File: src/rtl/hbi_pkg.sv
// Package: shared constants and types for the host bus interface.
// Assumes an 8-bit address and data bus; the address map lives here so that
// every submodule decodes the same locations.
package hbi_pkg;
    localparam int ADDR_W = 8;
    localparam int DATA_W = 8;

    localparam logic [ADDR_W-1:0] A_CTRL     = 8'h0F;
    localparam logic [ADDR_W-1:0] A_STAT     = 8'h10;
    localparam logic [ADDR_W-1:0] A_MASK     = 8'h11;
    localparam logic [ADDR_W-1:0] A_SEL_BASE = 8'h70;
    localparam logic [ADDR_W-1:0] A_ACC      = 8'h7F;

    typedef enum logic {
        BUS_SPLIT   = 1'b0,
        BUS_DSTROBE = 1'b1
    } bus_mode_e;
endpackage

File: src/rtl/hbi_strobe_sync.sv
// Module: hbi_strobe_sync
// Decodes the host strobes for either bus style into raw read/write
// requests, synchronizes them into the core clock and produces level and
// edge pulses. Assumes the host holds address/data steady while strobing.
module hbi_strobe_sync #(
    parameter int STAGES = 2
) (
    input  logic clk,
    input  logic rst_n,
    input  logic host_mode,
    input  logic host_cs_n,
    input  logic host_rd_n,
    input  logic host_wr_n,
    input  logic host_ds_n,
    input  logic host_rnw,
    output logic rd_raw,
    output logic rd_lvl,
    output logic wr_lvl,
    output logic rd_lead,
    output logic wr_lead,
    output logic wr_trail
);
    import hbi_pkg::*;

    bus_mode_e   mode;
    logic        wr_raw;
    logic [STAGES-1:0] rd_pipe, wr_pipe;
    logic        rd_prev, wr_prev;

    assign mode = bus_mode_e'(host_mode);

    // Purpose: map the selected strobe convention onto read/write requests.
    always_comb begin
        if (mode == BUS_DSTROBE) begin
            rd_raw = !host_cs_n && !host_ds_n &&  host_rnw;
            wr_raw = !host_cs_n && !host_ds_n && !host_rnw;
        end else begin
            rd_raw = !host_cs_n && !host_rd_n;
            wr_raw = !host_cs_n && !host_wr_n;
        end
    end

    // Purpose: multi-flop synchronizer plus one history flop for edges.
    always_ff @(posedge clk) begin
        if (!rst_n) begin
            rd_pipe <= '0;
            wr_pipe <= '0;
            rd_prev <= 1'b0;
            wr_prev <= 1'b0;
        end else begin
            rd_pipe <= {rd_pipe[STAGES-2:0], rd_raw};
            wr_pipe <= {wr_pipe[STAGES-2:0], wr_raw};
            rd_prev <= rd_pipe[STAGES-1];
            wr_prev <= wr_pipe[STAGES-1];
        end
    end

    assign rd_lvl   = rd_pipe[STAGES-1];
    assign wr_lvl   = wr_pipe[STAGES-1];
    assign rd_lead  = rd_lvl && !rd_prev;
    assign wr_lead  = wr_lvl && !wr_prev;
    assign wr_trail = !wr_lvl && wr_prev;
endmodule

File: src/rtl/hbi_ram_seq.sv
// Module: hbi_ram_seq
// Indirect RAM access: per-bank read-select and write-select registers, a
// shared access data register and a countdown that completes each access
// ACC_LAT core cycles after its commit. Writes to guarded addresses whose
// strobe starts during the countdown are dropped and reported.
// Assumes one host: a new write begins only after the previous one ended.
module hbi_ram_seq #(
    parameter int NBANK   = 6,
    parameter int DEPTH   = 16,
    parameter int ACC_LAT = 2
) (
    input  logic                        clk,
    input  logic                        rst_n,
    input  logic                        wr_lead,
    input  logic                        wr_trail,
    input  logic [hbi_pkg::ADDR_W-1:0]  host_addr,
    input  logic [hbi_pkg::ADDR_W-1:0]  cap_addr,
    input  logic [hbi_pkg::DATA_W-1:0]  cap_din,
    output logic [hbi_pkg::DATA_W-1:0]  rdata,
    output logic                        hit,
    output logic                        err_pulse
);
    import hbi_pkg::*;

    localparam int WW = (DEPTH > 1) ? $clog2(DEPTH) : 1;
    localparam int BW = (NBANK > 1) ? $clog2(NBANK) : 1;
    localparam int CW = $clog2(ACC_LAT + 1);
    localparam int MW = $clog2(NBANK * DEPTH);
    localparam logic [ADDR_W-1:0] SEL_END = ADDR_W'(int'(A_SEL_BASE) + 2 * NBANK);

    logic [NBANK-1:0][WW-1:0] rsel_q, wsel_q;
    logic [DATA_W-1:0]        acc_q;
    logic [DATA_W-1:0]        mem_q [NBANK*DEPTH];
    logic [CW-1:0]            cnt_q;
    logic                     pend_wr_q;
    logic [BW-1:0]            pend_bank_q;
    logic [WW-1:0]            pend_word_q;
    logic                     blk_q;
    logic                     busy, commit, fire;
    logic [MW-1:0]            idx;

    function automatic logic is_sel(input logic [ADDR_W-1:0] a);
        return (a >= A_SEL_BASE) && (a < SEL_END);
    endfunction

    function automatic logic [BW-1:0] bank_of(input logic [ADDR_W-1:0] a);
        logic [ADDR_W-1:0] off;
        off = a - A_SEL_BASE;
        return BW'(off >> 1);
    endfunction

    assign busy   = (cnt_q != '0);
    assign commit = wr_trail && !blk_q;
    assign fire   = (cnt_q == CW'(1));
    assign idx    = MW'(pend_bank_q) * MW'(DEPTH) + MW'(pend_word_q);
    assign err_pulse = wr_trail && blk_q;

    // Purpose: mark a write as blocked when it starts inside the busy window.
    always_ff @(posedge clk) begin
        if (!rst_n) begin
            blk_q <= 1'b0;
        end else if (wr_lead) begin
            blk_q <= busy && (is_sel(host_addr) || host_addr == A_ACC);
        end else if (wr_trail) begin
            blk_q <= 1'b0;
        end
    end

    // Purpose: select/data registers, access countdown and fetch completion.
    always_ff @(posedge clk) begin
        if (!rst_n) begin
            rsel_q      <= '0;
            wsel_q      <= '0;
            acc_q       <= '0;
            cnt_q       <= '0;
            pend_wr_q   <= 1'b0;
            pend_bank_q <= '0;
            pend_word_q <= '0;
        end else begin
            if (busy) cnt_q <= cnt_q - 1'b1;
            if (fire && !pend_wr_q) acc_q <= mem_q[idx];
            if (commit) begin
                if (cap_addr == A_ACC) begin
                    acc_q <= cap_din;
                end else if (is_sel(cap_addr)) begin
                    if (cap_addr[0]) wsel_q[bank_of(cap_addr)] <= cap_din[WW-1:0];
                    else             rsel_q[bank_of(cap_addr)] <= cap_din[WW-1:0];
                    pend_wr_q   <= cap_addr[0];
                    pend_bank_q <= bank_of(cap_addr);
                    pend_word_q <= cap_din[WW-1:0];
                    cnt_q       <= CW'(ACC_LAT);
                end
            end
        end
    end

    // Purpose: RAM store at the end of a pending write-select access.
    always_ff @(posedge clk) begin
        if (fire && pend_wr_q) mem_q[idx] <= acc_q;
    end

    // Purpose: read-back of select and access data registers.
    always_comb begin
        hit   = 1'b0;
        rdata = '0;
        if (host_addr == A_ACC) begin
            hit   = 1'b1;
            rdata = acc_q;
        end else if (is_sel(host_addr)) begin
            hit   = 1'b1;
            rdata = host_addr[0] ? DATA_W'(wsel_q[bank_of(host_addr)])
                                 : DATA_W'(rsel_q[bank_of(host_addr)]);
        end
    end

    // select registers cannot change while an access is pending.
    p_sel_frozen_r6: assert property (@(posedge clk) disable iff (!rst_n)
        busy |=> ($stable(rsel_q) && $stable(wsel_q)));
endmodule

File: src/rtl/hbi_regs.sv
// Module: hbi_regs
// Scratch registers, control register (read mode) and the interrupt
// status/mask pair with registered request output. Writes arrive as a
// commit pulse with captured address and data from the core domain.
module hbi_regs #(
    parameter int NSCR = 8,
    parameter int NEVT = 7
) (
    input  logic                       clk,
    input  logic                       rst_n,
    input  logic                       commit,
    input  logic [hbi_pkg::ADDR_W-1:0] cap_addr,
    input  logic [hbi_pkg::DATA_W-1:0] cap_din,
    input  logic [hbi_pkg::ADDR_W-1:0] host_addr,
    input  logic [NEVT-1:0]            evt,
    input  logic                       err_pulse,
    output logic [hbi_pkg::DATA_W-1:0] rdata,
    output logic                       hit,
    output logic                       sync_rd,
    output logic                       irq
);
    import hbi_pkg::*;

    localparam int SW   = (NSCR > 1) ? $clog2(NSCR) : 1;
    localparam int ST_W = NEVT + 1;

    logic [NSCR-1:0][DATA_W-1:0] scr_q;
    logic                        ctrl_q;
    logic [ST_W-1:0]             st_q, mk_q, clr;
    logic                        irq_q;

    assign clr = (commit && cap_addr == A_STAT) ? cap_din[ST_W-1:0] : '0;

    // Purpose: host-written configuration and scratch storage.
    always_ff @(posedge clk) begin
        if (!rst_n) begin
            scr_q  <= '0;
            ctrl_q <= 1'b1;
            mk_q   <= '0;
        end else if (commit) begin
            if (cap_addr < ADDR_W'(NSCR)) scr_q[cap_addr[SW-1:0]] <= cap_din;
            if (cap_addr == A_CTRL) ctrl_q <= cap_din[0];
            if (cap_addr == A_MASK) mk_q   <= cap_din[ST_W-1:0];
        end
    end

    // Purpose: sticky status with write-one-to-clear; set has priority.
    always_ff @(posedge clk) begin
        if (!rst_n) begin
            st_q  <= '0;
            irq_q <= 1'b0;
        end else begin
            st_q  <= (st_q & ~clr) | {err_pulse, evt};
            irq_q <= |(st_q & mk_q);
        end
    end

    assign sync_rd = ctrl_q;
    assign irq     = irq_q;

    // Purpose: read-back multiplexer for the registers owned here.
    always_comb begin
        hit   = 1'b1;
        rdata = '0;
        if (host_addr < ADDR_W'(NSCR)) rdata = scr_q[host_addr[SW-1:0]];
        else if (host_addr == A_CTRL)  rdata = DATA_W'(ctrl_q);
        else if (host_addr == A_STAT)  rdata = DATA_W'(st_q);
        else if (host_addr == A_MASK)  rdata = DATA_W'(mk_q);
        else                           hit   = 1'b0;
    end

    // an event always leaves its status bit set on the next cycle.
    p_evt_sets_r10: assert property (@(posedge clk) disable iff (!rst_n)
        (|evt) |=> ((st_q[NEVT-1:0] & $past(evt)) == $past(evt)));
endmodule

File: src/rtl/hbus_iface.sv
// Module: hbus_iface (top)
// Host register bus interface with two strobe styles. Captures write
// address/data when a write is first seen, commits on its trailing edge,
// acknowledges through host_ready and drives read data with a separate
// output enable. Assumes the host keeps the strobe asserted until
// host_ready falls and holds address/data steady while strobing.
module hbus_iface #(
    parameter int NSCR        = 8,
    parameter int NEVT        = 7,
    parameter int NBANK       = 6,
    parameter int DEPTH       = 16,
    parameter int ACC_LAT     = 2,
    parameter int SYNC_STAGES = 2
) (
    input  logic        clk,
    input  logic        rst_n,
    input  logic        host_mode,
    input  logic        host_cs_n,
    input  logic        host_rd_n,
    input  logic        host_wr_n,
    input  logic        host_ds_n,
    input  logic        host_rnw,
    input  logic [7:0]  host_addr,
    input  logic [7:0]  host_din,
    output logic [7:0]  host_dout,
    output logic        host_doe,
    output logic        host_ready,
    input  logic [NEVT-1:0] evt,
    output logic        irq
);
    import hbi_pkg::*;

    logic rd_raw, rd_lvl, wr_lvl, rd_lead, wr_lead, wr_trail;
    logic [ADDR_W-1:0] cap_addr_q;
    logic [DATA_W-1:0] cap_din_q, dout_q, live_data;
    logic [DATA_W-1:0] reg_rdata, ram_rdata;
    logic reg_hit, ram_hit, err_pulse, sync_rd, ready_q;

    hbi_strobe_sync #(.STAGES(SYNC_STAGES)) u_sync (
        .clk(clk), .rst_n(rst_n), .host_mode(host_mode),
        .host_cs_n(host_cs_n), .host_rd_n(host_rd_n), .host_wr_n(host_wr_n),
        .host_ds_n(host_ds_n), .host_rnw(host_rnw),
        .rd_raw(rd_raw), .rd_lvl(rd_lvl), .wr_lvl(wr_lvl),
        .rd_lead(rd_lead), .wr_lead(wr_lead), .wr_trail(wr_trail)
    );

    hbi_regs #(.NSCR(NSCR), .NEVT(NEVT)) u_regs (
        .clk(clk), .rst_n(rst_n), .commit(wr_trail),
        .cap_addr(cap_addr_q), .cap_din(cap_din_q), .host_addr(host_addr),
        .evt(evt), .err_pulse(err_pulse), .rdata(reg_rdata), .hit(reg_hit),
        .sync_rd(sync_rd), .irq(irq)
    );

    hbi_ram_seq #(.NBANK(NBANK), .DEPTH(DEPTH), .ACC_LAT(ACC_LAT)) u_ram (
        .clk(clk), .rst_n(rst_n), .wr_lead(wr_lead), .wr_trail(wr_trail),
        .host_addr(host_addr), .cap_addr(cap_addr_q), .cap_din(cap_din_q),
        .rdata(ram_rdata), .hit(ram_hit), .err_pulse(err_pulse)
    );

    // Purpose: combine read sources; unmapped addresses read as zero.
    always_comb begin
        if (reg_hit)      live_data = reg_rdata;
        else if (ram_hit) live_data = ram_rdata;
        else              live_data = '0;
    end

    // Purpose: capture write address/data when a write is first seen.
    always_ff @(posedge clk) begin
        if (!rst_n) begin
            cap_addr_q <= '0;
            cap_din_q  <= '0;
        end else if (wr_lead) begin
            cap_addr_q <= host_addr;
            cap_din_q  <= host_din;
        end
    end

    // Purpose: latched read data and acknowledge generation.
    always_ff @(posedge clk) begin
        if (!rst_n) begin
            dout_q  <= '0;
            ready_q <= 1'b1;
        end else begin
            if (rd_lead) dout_q <= live_data;
            ready_q <= !(rd_lvl || wr_lvl);
        end
    end

    assign host_ready = ready_q;
    assign host_doe   = rd_raw;
    assign host_dout  = sync_rd ? dout_q : live_data;

    // a newly seen read is acknowledged on the next edge.
    p_ready_ack_r7: assert property (@(posedge clk) disable iff (!rst_n)
        rd_lead |=> !host_ready);

    // acknowledge returns once both strobes are released.
    p_ready_idle_r7: assert property (@(posedge clk) disable iff (!rst_n)
        (!rd_lvl && !wr_lvl) |=> host_ready);

    // latched read data stays steady through a long read.
    p_hold_read_r9: assert property (@(posedge clk) disable iff (!rst_n)
        (rd_lvl && $past(rd_lvl) && $past(rd_lvl, 2)) |-> $stable(dout_q));
endmodule

File: config.mk
export PLATFORM = sky130hd
export DESIGN_NAME = hbus_iface
export DESIGN_NICKNAME = d
export VERILOG_FILES = /design/src/rtl/hbi_pkg.sv /design/src/rtl/hbi_strobe_sync.sv /design/src/rtl/hbi_ram_seq.sv /design/src/rtl/hbi_regs.sv /design/src/rtl/hbus_iface.sv
export SDC_FILE = /design/constraint.sdc
export NUM_CORES = 1
export LEC_CHECK = 0
export BUFFER_PORTS_ARGS = -buffer_cell sky130_fd_sc_hd__buf_4
export CORE_MARGIN = 4
export CORE_UTILIZATION = 30
export DETAILED_ROUTE_END_ITERATION = 10
export PLACE_DENSITY = 0.4
export SETUP_SLACK_MARGIN = 0.15
export SLEW_MARGIN = 10
export SYNTH_ARGS = -nofsm -noshare
export SYNTH_HDL_FRONTEND = slang
export SYNTH_SLANG_ARGS = --single-unit
File: constraint.sdc
create_clock -name clk -period 3 [get_ports clk]
set_clock_uncertainty 0.1 [all_clocks]
set_input_delay 0.15 -clock clk [delete_from_list [all_inputs] [get_ports clk]]
set_output_delay 0.15 -clock clk [all_outputs]
set_load 0.02 [all_outputs]
Word level (Yosys, flattened, before mapping)
Memory sizes are Yosys's and may differ from the RTL's.
Cells that the tools add are included.
Operators by class
  add/subtract/negate cells: 4
  equality and inequality tests: 9
  bitwise operators: 6
  multiplexer cells: 43
  shifts and indexed selects: 0
  reduce and logical (&&, ||, !) cells: 40
  div/mod/pow operators: 0
  order comparisons: 12
  multipliers: 0
Operators with widths (count)
  8-bit 2-to-1 mux: 15
  64-bit bitwise mux: 1
  24-bit bitwise mux: 2
  8-bit by 5-bit == test with 1-bit output (second input constant): 4
  4-bit binary-select mux with 3-bit select: 2
  8-bit binary-select mux with 3-bit select: 1
  8-bit demux with 3-bit select: 1
  1-bit logical AND: 18
  8-bit bitwise AND: 2
  8-bit by 4-bit == test with 1-bit output (second input constant): 2
  8-bit by 7-bit == test with 1-bit output (second input constant): 2
  8-bit by 7-bit greater-or-equal comparator with 1-bit output (second input constant): 2
  3-bit by 4-bit less-than comparator with 1-bit output (second input constant): 4
  8-bit by 4-bit less-than comparator with 1-bit output (second input constant): 2
  8-bit by 7-bit less-than comparator with 1-bit output (second input constant): 2
  4-bit 2-to-1 mux: 4
  4-bit demux with 3-bit select: 1
  1-bit 2-to-1 mux: 12
  1-bit logical NOT: 11
  2-bit 2-to-1 mux: 4
  8-bit NOT: 1
  8-bit OR: 1
  4-bit AND reduction: 2
  8-bit OR reduction: 1
  other kinds (10): 17
Storage, ports and cells
  memory bits (writable): 768
  output and inout port bits: 11
  bits in read-only memories: 0
  logic and storage cells: 153
  memories kept: 1
  register bits after elaboration: 180
  latch bits: 0
Memories
  u_ram.mem_q: words 96, width 8, rd ports 1, clocked after memory_dff 0, write ports 1, line hbi_ram_seq.sv:33  | logic [DATA_W-1:0] mem_q [NBANK*DEPTH];

Depth between registers and ports, before layout
  depth after elaboration: 9
  depth in mapped cells: 12
  depth with buffers taken out: 8

Modules after synthesis
A second synthesis with hierarchy kept.
Unflattened totals
  cells, all modules: 2522
  area, all modules: 38809.7 µm²
Modules (own cells, without submodules)
  hbi_ram_seq: area each 33350.7 µm², instances 1, cells an instance 1971
  hbi_regs: area each 4040.1 µm², instances 1, cells an instance 407
  hbus_iface: area each 1204.9 µm², instances 1, cells an instance 123
  hbi_strobe_sync: area each 214.0 µm², instances 1, cells an instance 21

Least setup slack after synthesis
No wires, ideal clock.
  path type: register -> output
  start: reg u_ram.acc_q[2]
  end: out host_dout[2]
  path buffers: 0
  arrival time: 2396 ps
  cell stages (with the launch flop): 3
  path slack: 354 ps
  required time: 2750 ps
  cells stage by stage: dfxtp_1 -> a2111oi_0 -> o21ai_0
On the way
  cells in the longest elaborated chain, start to end: 4
Ends and longest elaborated chain
  from (decl): line hbi_ram_seq.sv:32  | logic [DATA_W-1:0] acc_q;
  from (signal assigned): line hbi_ram_seq.sv:81  | if (fire && !pend_wr_q) acc_q <= mem_q[idx];
  from (signal assigned): line hbi_ram_seq.sv:84  | acc_q <= cap_din;
  8-bit 2-to-1 mux: line hbi_ram_seq.sv:106  | if (host_addr == A_ACC) begin
  8-bit 2-to-1 mux: line hbus_iface.sv:63  | else if (ram_hit) live_data = ram_rdata;
  8-bit 2-to-1 mux: line hbus_iface.sv:62  | if (reg_hit) live_data = reg_rdata;
  8-bit 2-to-1 mux: line hbus_iface.sv:91  | assign host_dout = sync_rd ? dout_q : live_data;
  to (decl): line hbus_iface.sv:25  | output logic [7:0] host_dout,
Every way passes these cells.

Final worst setup path
  start: in host_addr[5]
  end: out host_dout[1]
On the way
  cells in the longest elaborated chain, start to end: 7
  elaborated cells on any way between the ends: 23
  classes of those cells: order compare: 3; eq/ne: 4; mux: 15; reduce/logical: 1
Ends and longest elaborated chain
  from (decl): line hbus_iface.sv:23  | input logic [7:0] host_addr,
  8-bit by 7-bit greater-or-equal comparator with 1-bit output (tied with other cells): line hbi_ram_seq.sv:43  | return (a >= A_SEL_BASE) && (a < SEL_END);
  1-bit logical AND (tied with other cells): line hbi_ram_seq.sv:43
  8-bit 2-to-1 mux (tied with other cells): line hbi_ram_seq.sv:109  | end else if (is_sel(host_addr)) begin
  8-bit 2-to-1 mux (tied with other cells): line hbi_ram_seq.sv:106
  8-bit 2-to-1 mux (tied with other cells): line hbus_iface.sv:63
  8-bit 2-to-1 mux *: line hbus_iface.sv:62
  8-bit 2-to-1 mux *: line hbus_iface.sv:91
Mark *: on every way between the ends. The rest lies on a longest branch, timed or not.

==> impl_metrics.py <==
metrics = {
    "detailed_routing": {
        "drc": 0,
        "vias_per_cell": 5.17,
        "wl_per_cell_um": 27.8,
        "vias": 23400,
        "drt_wl_total_um": 126000,
        "initialDrtViolationCount": 1973,
        "postRouteAntennaNets": 0,
        "drtPass1Iterations": 5,
    },
    "min_path": {
        "hold_path_depth": 4,
        "worstHoldStart": "host_addr[0]",
        "hp-class": "in -> reg",
        "min_to": "cap_addr_q[0]$_SDFFE_PN0P_",
    },
    "cts": {
        "cts_buffers": 107,
        "clk_pin_slew_worst_paths_ps": 60,
        "cts_tree": "built",
        "cts_root_buf": "clkbuf_16",
        "clkLatencyLatePin_ps": 730,
        "cts.htree.levels": 3,
        "cts_sinks": 948,
        "clk_path_buf_depth": 3,
    },
    "placed_design": {
        "gp_congestion": 0.842,
        "hpwlAfterDp_um": 81900,
        "dp.cells": 4294,
        "numPortBuffers": 41,
    },
    "sta": {
        "worstMarginPinSlew_ps": 1040,
        "final-hold-violation-count": 0,
        "final.min_clock_period_ps": 2930,
        "slew_headroom": 0.304,
        "post-route-period-util": 0.977,
        "rsz0062_at_grt": "true",
        "maxSlewViolCount": 0,
        "fmax_ghz": 0.341,
        "finalSetupViolations": 0,
    },
    "yosys": {
        "ys_dominant_reg_cell": "edfxtp_1",
        "synth_area_um2": 38500,
        "ys_top_cells_by_count": "768 x edfxtp_1, 294 x nor2_1, 218 x mux2i_1",
        "ys_warn_count": 0,
        "seq_area_frac_synth": 0.692,
        "synthArstFlopShare": 0,
        "synthCells": 2477,
        "yosysMostFrequentCell": "edfxtp_1",
        "syn_avg_cell_area_um2": 15.6,
        "synth-seq-cells": 948,
        "synth-edff-count": 768,
        "yosysTopAreaCell": "edfxtp_1",
        "synth_top_area_frac": 0.598,
        "synth_area_leaders": "edfxtp_1 60%, dfxtp_1 9.3%, mux4_2 6.0%",
        "syn_nets": 2510,
        "ys_types": 86,
    },
    "finish": {
        "post-route-util": 0.366,
        "multi_input_comb_area_um2": 11100,
        "seqCellArea_um2": 26700,
        "final_net_count": 2810,
        "area_growth_pct": 20.9,
        "finalNonFillerCells": 4531,
        "nFillCells": 12000,
        "drive_above_1_share": 0.257,
    },
    "critical_path": {
        "worstSetupEndpointType": "output pin",
        "cp.arrival_ps": 2680,
        "required_ps": 2750,
        "r2r_cells": 7,
        "slowest_stage": "dlygate4sd3_1",
        "start_kind": "primary input",
        "worstPathCellList": "buf_4 > dlygate4sd3_1 > or3_1 > or3_1 > o22a_1 > nor2_1 > a2111oi_2 > buf_4 > o21ai_1 > buf_4",
        "criticalPathCategory": "in -> out",
        "rrSetupSlack_ps": 200,
        "path_max_fanout": 4,
        "worstReg2RegEnd": "u_ram.acc_q[0]$_SDFF_PN0_",
        "cpMostUsedCell": "buf_4",
        "crit_path_max_incr_delay_ps": 600,
        "reg2reg_from": "u_ram.pend_word_q[1]$_SDFFE_PN0P_",
    },
    "global_route": {
        "grt_pass1_vias": 24200,
        "overflow": 0,
        "grt_usage": 0.184,
        "grt_max_degree": 91,
        "grt_pass1_wl_um": 181000,
        "antenna_found_initial": 2,
    },
    "power": {
        "totalPowerFinal_mw": 27.6,
        "cellPowerDensity_nw_per_um2": 592,
        "leakagePower_nw": 15.1,
        "vdd_drop_max_mv": 0.432,
    },
    "die": {
        "start_util": 0.302,
        "die_h_um": 366,
        "ios": 42,
        "rows": 131,
        "dieArea_um2": 134000,
        "die_w_um": 366,
        "core_area_um2": 128000,
    },
    "run_status": {
        "status": "finished, final reports clean",
    },
    "run": {
        "max_cap_viol_count": 0,
    },
}
## worst max-delay path by stage
stage	from	endpoint	slack [ps]
2_1_floorplan	u_ram.acc_q[2]$_SDFF_PN0_	host_dout[2]	350
3_3_place_gp	u_ram.pend_word_q[1]$_SDFFE_PN0P_	u_ram.acc_q[3]$_SDFF_PN0_	-130
3_5_place_dp	u_ram.pend_word_q[1]$_SDFFE_PN0P_	u_ram.acc_q[3]$_SDFF_PN0_	-120
4_1_cts	u_ram.rsel_q[13]$_SDFFE_PN0P_	host_dout[1]	-20
5_1_grt	u_regs.scr_q[59]$_SDFFE_PN0P_	host_dout[3]	-50
6_report	host_addr[5]	host_dout[1]	70
## logic make-up after synthesis
group,synth area share
DFF,0.692
and+or+nand+nor,0.0657
muxes,0.142
AOI/OAI and AO/OA,0.0727
buffers and inverters,0.0272
adders and majority gates,0.000649
## repair_timing
item	in CTS	in global routing
setup endpoints to repair	16	12
hold endpoints to repair	48	0
setup buffers	6	0
pin swaps	8	0
hold buffers	30	0
gates resized for setup	49	6
## metal layers
| metal | global-route usage | share of wire | up-vias |
|---|---|---|---|
| met5 | 0 | 0 | - |
| met4 | 0.0559 | 0.031 | 0 |
| met2 | 0.302 | 0.48 | 654 |
| li1 | - | - | 10300 |
| met3 | 0.0309 | 0.047 | 196 |
| met1 | 0.251 | 0.45 | 12300 |
## layout make-up
cell class              count  area share
clock buffers             135      0.0610
flip-flops and latches    948       0.573
clock inverters            65      0.0151
repair buffers            368      0.0676
multi-input cells        1340       0.237
inverters                  12     0.00102
diodes                      1   0.0000537
well taps                1662      0.0446
## critical path, delay by kind of cell
kind / cells / cell delay [ps]
buf+inv: 4 / 1090
simple gates: 3 / 940
compound gates: 3 / 490
## flip-flops by register name, summed over array words and instances (netlist names), 24 cells and up
| signal | flops |
|---|---|
| u_regs.scr_q | 64 |
| u_ram.mem_q | 768 |
| u_ram.wsel_q | 24 |
| u_ram.rsel_q | 24 |
## cells in the final DEF (no fill, tap or decap), types with 8 or more instances in the layout
cell type,n
dlygate4sd3_1,30
o211ai_1,10
mux4_2,103
clkinv_2,14
dfxtp_1,167
nor3_1,17
clkbuf_16,109
o221ai_1,13
buf_4,312
nor2b_1,12
mux2_2,62
or3_1,8
clkinv_1,27
nand2_1,123
o2bb2ai_1,9
edfxtp_1,768
nor2_1,292
dfxtp_4,11
a221oi_1,56
inv_1,8
clkbuf_1,24
o21ai_0,59
bufinv_16,14
buf_12,23
a221o_1,23
o21ai_1,8
nand2b_1,10
a22oi_1,37
nand3_1,22
a31oi_1,15
mux2i_4,8
a22o_1,11
a21oi_1,62
and2_1,8
o22ai_1,21
mux2i_1,209
## where the power goes
| part | leakage [nW] | internal [mW] | switching [mW] |
|---|---|---|---|
| clock | 1.72 | 7.91 | 5.39 |
| combinational | 4.98 | 0.105 | 0.151 |
| sequential | 8.44 | 14.0 | 0.0150 |
| total | 15.1 | 22.0 | 5.55 |
## stage by stage
stage	cell area (µm²)	setup slack [ps]	hold WS (ps)	setup TNS, ps
2_1_floorplan	38500	354	129	0
3_3_place_gp	42400	-127	233	-320
3_5_place_dp	42400	-119	238	-316
4_1_cts	46600	-15.6	15.3	-15.6
5_1_grt	46600	-49.5	49.9	-160
6_report	46600	68.0	54.7	0
Power figures use the tool's default switching activity.
